**config.mk**
```make
export PLATFORM = sky130hd
export DESIGN_NAME = bsp_unit
export DESIGN_NICKNAME = d
export VERILOG_FILES = /design/src/rtl/bsp_pkg.sv /design/src/rtl/bsp_ctrl.sv /design/src/rtl/bsp_bank.sv /design/src/rtl/bsp_seq.sv /design/src/rtl/bsp_unit.sv
export SDC_FILE = /design/constraint.sdc
export NUM_CORES = 1
export LEC_CHECK = 0
export ABC_AREA = 1
export BUFFER_PORTS_ARGS = -buffer_cell sky130_fd_sc_hd__buf_2
export CAP_MARGIN = 10
export CORE_AREA = 4 4 197 199
export DETAILED_ROUTE_END_ITERATION = 8
export DIE_AREA = 0 0 201 203
export SKIP_LAST_GASP = 1
export SYNTH_ARGS = -nofsm -noshare
export SYNTH_HDL_FRONTEND = slang
export SYNTH_SLANG_ARGS = --single-unit
```
**constraint.sdc**
```tcl
create_clock -name clk -period 4.1 [get_ports clk]
set_input_delay 1.23 -clock clk [delete_from_list [all_inputs] [get_ports clk]]
set_output_delay 1.23 -clock clk [all_outputs]
set_load 0.005 [all_outputs]
```
**src/rtl/bsp_pkg.sv**
```systemverilog
package bsp_pkg;
  typedef enum logic {
    PTR_MAIN = 1'b0,
    PTR_PROC = 1'b1
  } ptr_sel_e;
endpackage

```
**src/rtl/bsp_ctrl.sv**
```systemverilog
module bsp_ctrl #(
  parameter int CTL_W = 2
) (
  input  logic             clk,
  input  logic             rst,
  input  logic             handler_mode,
  input  logic             wr_en,
  input  logic [CTL_W-1:0] wr_data,
  output logic [CTL_W-1:0] rdata,
  output bsp_pkg::ptr_sel_e cur_sel
);
  import bsp_pkg::*;

  logic [CTL_W-1:0] ctl_q;

  always_ff @(posedge clk) begin
    if (rst) ctl_q <= '0;
    else if (wr_en && !handler_mode) ctl_q <= wr_data;
  end

  assign rdata   = handler_mode ? '0 : ctl_q;
  assign cur_sel = (!handler_mode && ctl_q[1]) ? PTR_PROC : PTR_MAIN;

  // a write attempted in handler mode leaves the stored value untouched
  p_handler_write_ignored_r5: assert property (@(posedge clk) disable iff (rst)
    (handler_mode && wr_en) |=> (ctl_q == $past(ctl_q)));
endmodule

```
**src/rtl/bsp_bank.sv**
```systemverilog
module bsp_bank
  import bsp_pkg::*;
#(
  parameter int PW = 30
) (
  input  logic          clk,
  input  logic          rst,
  input  logic [PW-1:0] init_word,
  input  logic          wr_en,
  input  ptr_sel_e      wr_sel,
  input  logic [PW-1:0] wr_word,
  input  logic          done,
  input  ptr_sel_e      done_sel,
  input  logic [PW-1:0] done_word,
  output logic [PW-1:0] main_word,
  output logic [PW-1:0] proc_word
);
  localparam int NPTR = 2;

  logic [PW-1:0] ptr_q [NPTR];

  for (genvar g = 0; g < NPTR; g++) begin : g_ptr
    always_ff @(posedge clk) begin
      if (rst) begin
        ptr_q[g] <= (g == 0) ? init_word : '0;
      end else if (done && (int'(done_sel) == g)) begin
        ptr_q[g] <= done_word;
      end else if (wr_en && (int'(wr_sel) == g)) begin
        ptr_q[g] <= wr_word;
      end
    end
  end

  assign main_word = ptr_q[0];
  assign proc_word = ptr_q[1];

  // the burst's final value lands in the pointer it was started on
  p_done_wins_r11: assert property (@(posedge clk) disable iff (rst)
    done |=> ((($past(done_sel) == PTR_MAIN) ? main_word : proc_word) == $past(done_word)));
endmodule

```
**src/rtl/bsp_seq.sv**
```systemverilog
module bsp_seq
  import bsp_pkg::*;
#(
  parameter int PW    = 30,
  parameter int CNT_W = 4
) (
  input  logic             clk,
  input  logic             rst,
  input  logic             req_valid,
  input  logic             req_pop,
  input  logic [CNT_W-1:0] req_count,
  input  logic [PW-1:0]    base_word,
  input  ptr_sel_e         base_sel,
  output logic             addr_valid,
  output logic [PW-1:0]    addr_word,
  output logic             done,
  output ptr_sel_e         done_sel,
  output logic [PW-1:0]    done_word
);
  logic             vld_q;
  logic             pop_q;
  ptr_sel_e         sel_q;
  logic [CNT_W-1:0] rem_q;
  logic [PW-1:0]    addr_q;
  logic             accept;
  logic             last;

  assign accept = req_valid && !vld_q && (req_count != '0);
  assign last   = vld_q && (rem_q == '0);

  always_ff @(posedge clk) begin
    if (rst) begin
      vld_q  <= 1'b0;
      pop_q  <= 1'b0;
      sel_q  <= PTR_MAIN;
      rem_q  <= '0;
      addr_q <= '0;
    end else if (accept) begin
      vld_q  <= 1'b1;
      pop_q  <= req_pop;
      sel_q  <= base_sel;
      rem_q  <= req_count - CNT_W'(1);
      addr_q <= req_pop ? base_word : base_word - PW'(1);
    end else if (last) begin
      vld_q <= 1'b0;
    end else if (vld_q) begin
      rem_q  <= rem_q - CNT_W'(1);
      addr_q <= pop_q ? addr_q + PW'(1) : addr_q - PW'(1);
    end
  end

  assign addr_valid = vld_q;
  assign addr_word  = addr_q;
  assign done       = last;
  assign done_sel   = sel_q;
  assign done_word  = pop_q ? addr_q + PW'(1) : addr_q;

  // successive push addresses descend one word per cycle
  p_push_step_r7: assert property (@(posedge clk) disable iff (rst)
    (vld_q && (rem_q != '0) && !pop_q) |=> (addr_word == $past(addr_word) - PW'(1)));
  // successive pop addresses ascend one word per cycle
  p_pop_step_r8: assert property (@(posedge clk) disable iff (rst)
    (vld_q && (rem_q != '0) && pop_q) |=> (addr_word == $past(addr_word) + PW'(1)));
  // a burst in flight is never restarted by a new request
  p_busy_ignore_r10: assert property (@(posedge clk) disable iff (rst)
    (vld_q && (rem_q != '0)) |=> (vld_q && (rem_q == $past(rem_q) - CNT_W'(1))));
endmodule

```
**src/rtl/bsp_unit.sv**
```systemverilog
module bsp_unit #(
  parameter int ADDR_W = 32,
  parameter int CNT_W  = 4
) (
  input  logic              clk,
  input  logic              rst,
  input  logic [ADDR_W-1:0] init_sp,
  input  logic              handler_mode,
  input  logic              sp_wr_en,
  input  logic              sp_wr_sel,
  input  logic [ADDR_W-1:0] sp_wr_data,
  input  logic              ctl_wr_en,
  input  logic [1:0]        ctl_wr_data,
  input  logic              req_valid,
  input  logic              req_pop,
  input  logic [CNT_W-1:0]  req_count,
  output logic              addr_valid,
  output logic [ADDR_W-1:0] addr_out,
  output logic [ADDR_W-1:0] active_sp,
  output logic [1:0]        ctl_rdata
);
  import bsp_pkg::*;

  localparam int ALIGN_W = 2;
  localparam int PW      = ADDR_W - ALIGN_W;

  ptr_sel_e      cur_sel;
  ptr_sel_e      done_sel;
  logic [PW-1:0] main_word, proc_word, cur_word;
  logic [PW-1:0] addr_word, done_word;
  logic          done;

  bsp_ctrl #(.CTL_W(2)) u_ctrl (
    .clk(clk), .rst(rst), .handler_mode(handler_mode),
    .wr_en(ctl_wr_en), .wr_data(ctl_wr_data),
    .rdata(ctl_rdata), .cur_sel(cur_sel)
  );

  bsp_bank #(.PW(PW)) u_bank (
    .clk(clk), .rst(rst), .init_word(init_sp[ADDR_W-1:ALIGN_W]),
    .wr_en(sp_wr_en), .wr_sel(ptr_sel_e'(sp_wr_sel)),
    .wr_word(sp_wr_data[ADDR_W-1:ALIGN_W]),
    .done(done), .done_sel(done_sel), .done_word(done_word),
    .main_word(main_word), .proc_word(proc_word)
  );

  assign cur_word = (cur_sel == PTR_PROC) ? proc_word : main_word;

  bsp_seq #(.PW(PW), .CNT_W(CNT_W)) u_seq (
    .clk(clk), .rst(rst), .req_valid(req_valid), .req_pop(req_pop),
    .req_count(req_count), .base_word(cur_word), .base_sel(cur_sel),
    .addr_valid(addr_valid), .addr_word(addr_word),
    .done(done), .done_sel(done_sel), .done_word(done_word)
  );

  assign active_sp = {cur_word, {ALIGN_W{1'b0}}};
  assign addr_out  = {addr_word, {ALIGN_W{1'b0}}};

  // in handler mode the selection settles on the main bank
  p_handler_main_r3: assert property (@(posedge clk) disable iff (rst)
    handler_mode |-> (active_sp[ADDR_W-1:ALIGN_W] == main_word));
endmodule

```
==> results_dict.tcl <==
set metrics [dict create \
    ant_nets 0 \
    coreArea_um2 37200 \
    path_cells "buf_2 -> inv_2 -> nand2_4 -> o21ai_0 -> inv_1 -> buf_2" \
    ys_seq_area_share_pct 30.5 \
    final_common_cell "nand2_1" \
    switching_share_pct 42.2 \
    ios 145 \
    worst_pin_slew_ns 0.942 \
    root_buffer "clkbuf_16" \
    fin_crit_ns 3.60 \
    track_usage_pct 16.4 \
    cts_setup_buffers 0 \
    cts_buffers 9 \
    hold_end "u_ctrl.ctl_q[0]" \
    power.leakage_nw 4.60 \
    pwr-share-comb_pct 37.8 \
    insertion_delay_ns 0.36 \
    grt_pass1_wl_mm 51.9 \
    hold_violations 0 \
    synth_top_family_by_area "simple AND/OR/NAND/NOR gates" \
    cp_slowest_cell "o21ai_0" \
    worstHoldStart "u_ctrl.ctl_q[0]" \
    synth-xor-area-share_pct 1.55 \
    synthAdderAreaFrac_pct 0.887 \
    reg2reg_depth 11 \
    hold_buffers 0 \
    syn_area_um2 8460 \
    ys_warn_count 0 \
    hold_path_class "flop to flop" \
    antenna_cells 0 \
    max_freq_mhz 278 \
    crit_path_end_kind "output pin" \
    peakVddDrop_mv 0.193 \
    synth_compound_area_share_pct 18.2 \
    grt_pass1_vias 8635 \
    critPathArrivalTime_ns 2.37 \
    drc_errors 0 \
    pwr-share-clk_pct 23.9 \
    rrSetupSlack_ns 1.21 \
    start_util_pct 22.7 \
    rsz0062_at_grt "false" \
    slew_viol_final 0 \
    cpMostUsedCell "buf_2" \
    yosys.area_share.simple_pct 35.6 \
    path_delay_family "buffers and inverters" \
    synth_edf_count 60 \
    r2r-end "u_bank.ptr_q[1][26]" \
    drive_gt1_share_pct 17.4 \
    layout_common_cells "nand2_1, inv_1, o21ai_0" \
    wirelength_mm 34.2 \
    fp.dieW_um 201 \
    hold_path_depth 2 \
    power_density_nw_per_um2 368 \
    synth.avg_cell_area_um2 6.30 \
    cts-htree-levels 3 \
    crit_required_ns 2.87 \
    routedWlPerCell_um 17.8 \
    gp_congestion 0.907 \
    antenna_found_initial 0 \
    timing.rr.start "u_seq.addr_valid" \
    post_cts_resized 0 \
    area_growth_pct 16.0 \
    start_kind "primary input" \
    fin_nets 1527 \
    maxCapViolCount 0 \
    placed_area_um2 9530 \
    syn_inst 1343 \
    slew-limit-headroom_pct 36.8 \
    setup_tns_ns 0 \
    cp_max_fo 21 \
    place_hpwl_mm 26.8 \
    cpPeakStageDelay_ns 0.42 \
    p_int_w 0.00209 \
    clk_pin_slew_ns 0.07 \
    dr.pass1.iters 5 \
    grt_start_max_net_pins 40 \
    worstSetupPathType "primary input to output pin" \
    synth_cell_types 47 \
    synth-async-reset-ratio_pct 0 \
    dieArea_um2 40800 \
    synthFlopType "edfxtp_1" \
    cts_buffer_depth 2 \
    num_vias 9332 \
    yosys_register_bits 99 \
    vias_per_cell 4.86 \
    port_buffers 136 \
    status "finished clean" \
    cts_tree "yes" \
    p_switching_w 0.00152 \
    drt_iter0_drc 722 \
    post-route-period-util_pct 87.8 \
    stdcell_area_um2 9820 \
    die-height_um 203 \
    p_seq_share_pct 38.3 \
    path_buf_inv 4 \
    setup_violations 0 \
    grt_overflow 0 \
    row_count 71 \
    synthMuxAreaShare_pct 0 \
    clock-sinks 99 \
    skew_ns 0.0135 \
]
==> worst max-delay path by stage <==
stage                 startpoint       endpoint  slack (ns)  depth (start not counted)
finish              handler_mode  active_sp[31]        0.50                          6
global route        handler_mode  active_sp[21]        0.45                          6
CTS                 handler_mode  active_sp[31]        0.48                          6
detailed placement  handler_mode  active_sp[31]        0.48                          6
global placement    handler_mode  active_sp[31]        0.47                          6
floorplan           handler_mode  active_sp[31]        0.98                          6
==> kinds of logic (layout without fill, tap and decap cells) <==
family                   count (synthesis)  count (layout)
buffers and inverters                  260             362
other                                    1               4
adder cells (fa/ha/maj)                  6               6
XOR/XNOR                                15              15
AND/OR/NAND/NOR                        671             671
AO/OA/AOI/OAI                          291             291
flip-flops                              99              99
==> state kept, by name (all words and copies together), names as in the netlist <==
| name | cells |
|---|---|
| u_seq.done_sel | 1 |
| u_seq.addr_word | 30 |
| u_ctrl.ctl_q | 2 |
| u_seq.pop_q | 1 |
| u_seq.addr_valid | 1 |
| u_bank.ptr_q | 60 |
| u_seq.rem_q | 4 |
==> final cells by class <==
| class | count | area (um2) |
|---|---|---|
| inverters | 188 | 706 |
| flip-flops and latches | 99 | 2580 |
| clock inverters | 3 | 22.5 |
| well taps | 474 | 593 |
| fillers | 4145 | 27400 |
| repair buffers | 158 | 871 |
| clock buffers | 13 | 264 |
| multi-input cells | 987 | 4780 |
==> cells in the mapped netlist, types with 6 or more instances <==
library cell | count | area (um2)
o211ai_1 | 8 | 60.1
nand4_1 | 12 | 75.1
dfxtp_1 | 39 | 781
nand2_2 | 28 | 175
nor2_2 | 15 | 93.8
a21oi_1 | 83 | 415
buf_6 | 6 | 67.6
xor2_1 | 14 | 123
buf_2 | 16 | 80.1
clkbuf_1 | 32 | 120
nand2_1 | 310 | 1160
nor2_1 | 149 | 559
inv_2 | 9 | 33.8
buf_4 | 10 | 75.1
nand3_1 | 119 | 596
edfxtp_1 | 60 | 1800
nor2_4 | 9 | 101
nor3_1 | 8 | 40.0
o22ai_1 | 19 | 119
a31oi_1 | 7 | 43.8
o21ai_1 | 7 | 35.0
inv_1 | 178 | 668
o21ai_0 | 155 | 776
ha_1 | 6 | 75.1
==> power by group through the flow <==
stage | clock [W] | sequential (W) | combinational, W
after floorplan | 0 | 0.00130 | 0.000934
after global placement | 0 | 0.00140 | 0.00135
after detailed placement | 0 | 0.00140 | 0.00136
after CTS | 0.000870 | 0.00138 | 0.00137
after global routing | 0.000917 | 0.00140 | 0.00154
final | 0.000862 | 0.00138 | 0.00137
==> tightest hold or removal path, delay by kind of cell, from the launching register on <==
family                 cells  cell delay [ns]
AOI/OAI and AO/OA          1             0.06
buffers and inverters      1             0.06
DFF                        1             0.30
==> layer usage <==
layer	routed length (um)	GRT usage, %
met1	15100	22.2
met2	15600	26.5
met3	2520	2.87
met4	991	5.56
met5	0	0
==> per-stage QoR <==
step	utilization [%]	power (W)	hold slack [ns]	worst slack [ns]	cells
2_1_floorplan	-	0.00223	0.430	0.978	1346
3_3_place_gp	25.6	0.00275	0.440	0.473	1906
3_5_place_dp	25.6	0.00277	0.458	0.481	1906
4_1_cts	26.4	0.00362	0.468	0.481	1922
5_1_grt	26.4	0.00386	0.505	0.448	1922
6_report	26.4	0.00361	0.462	0.502	1922
Power figures use the tool's default switching activity.
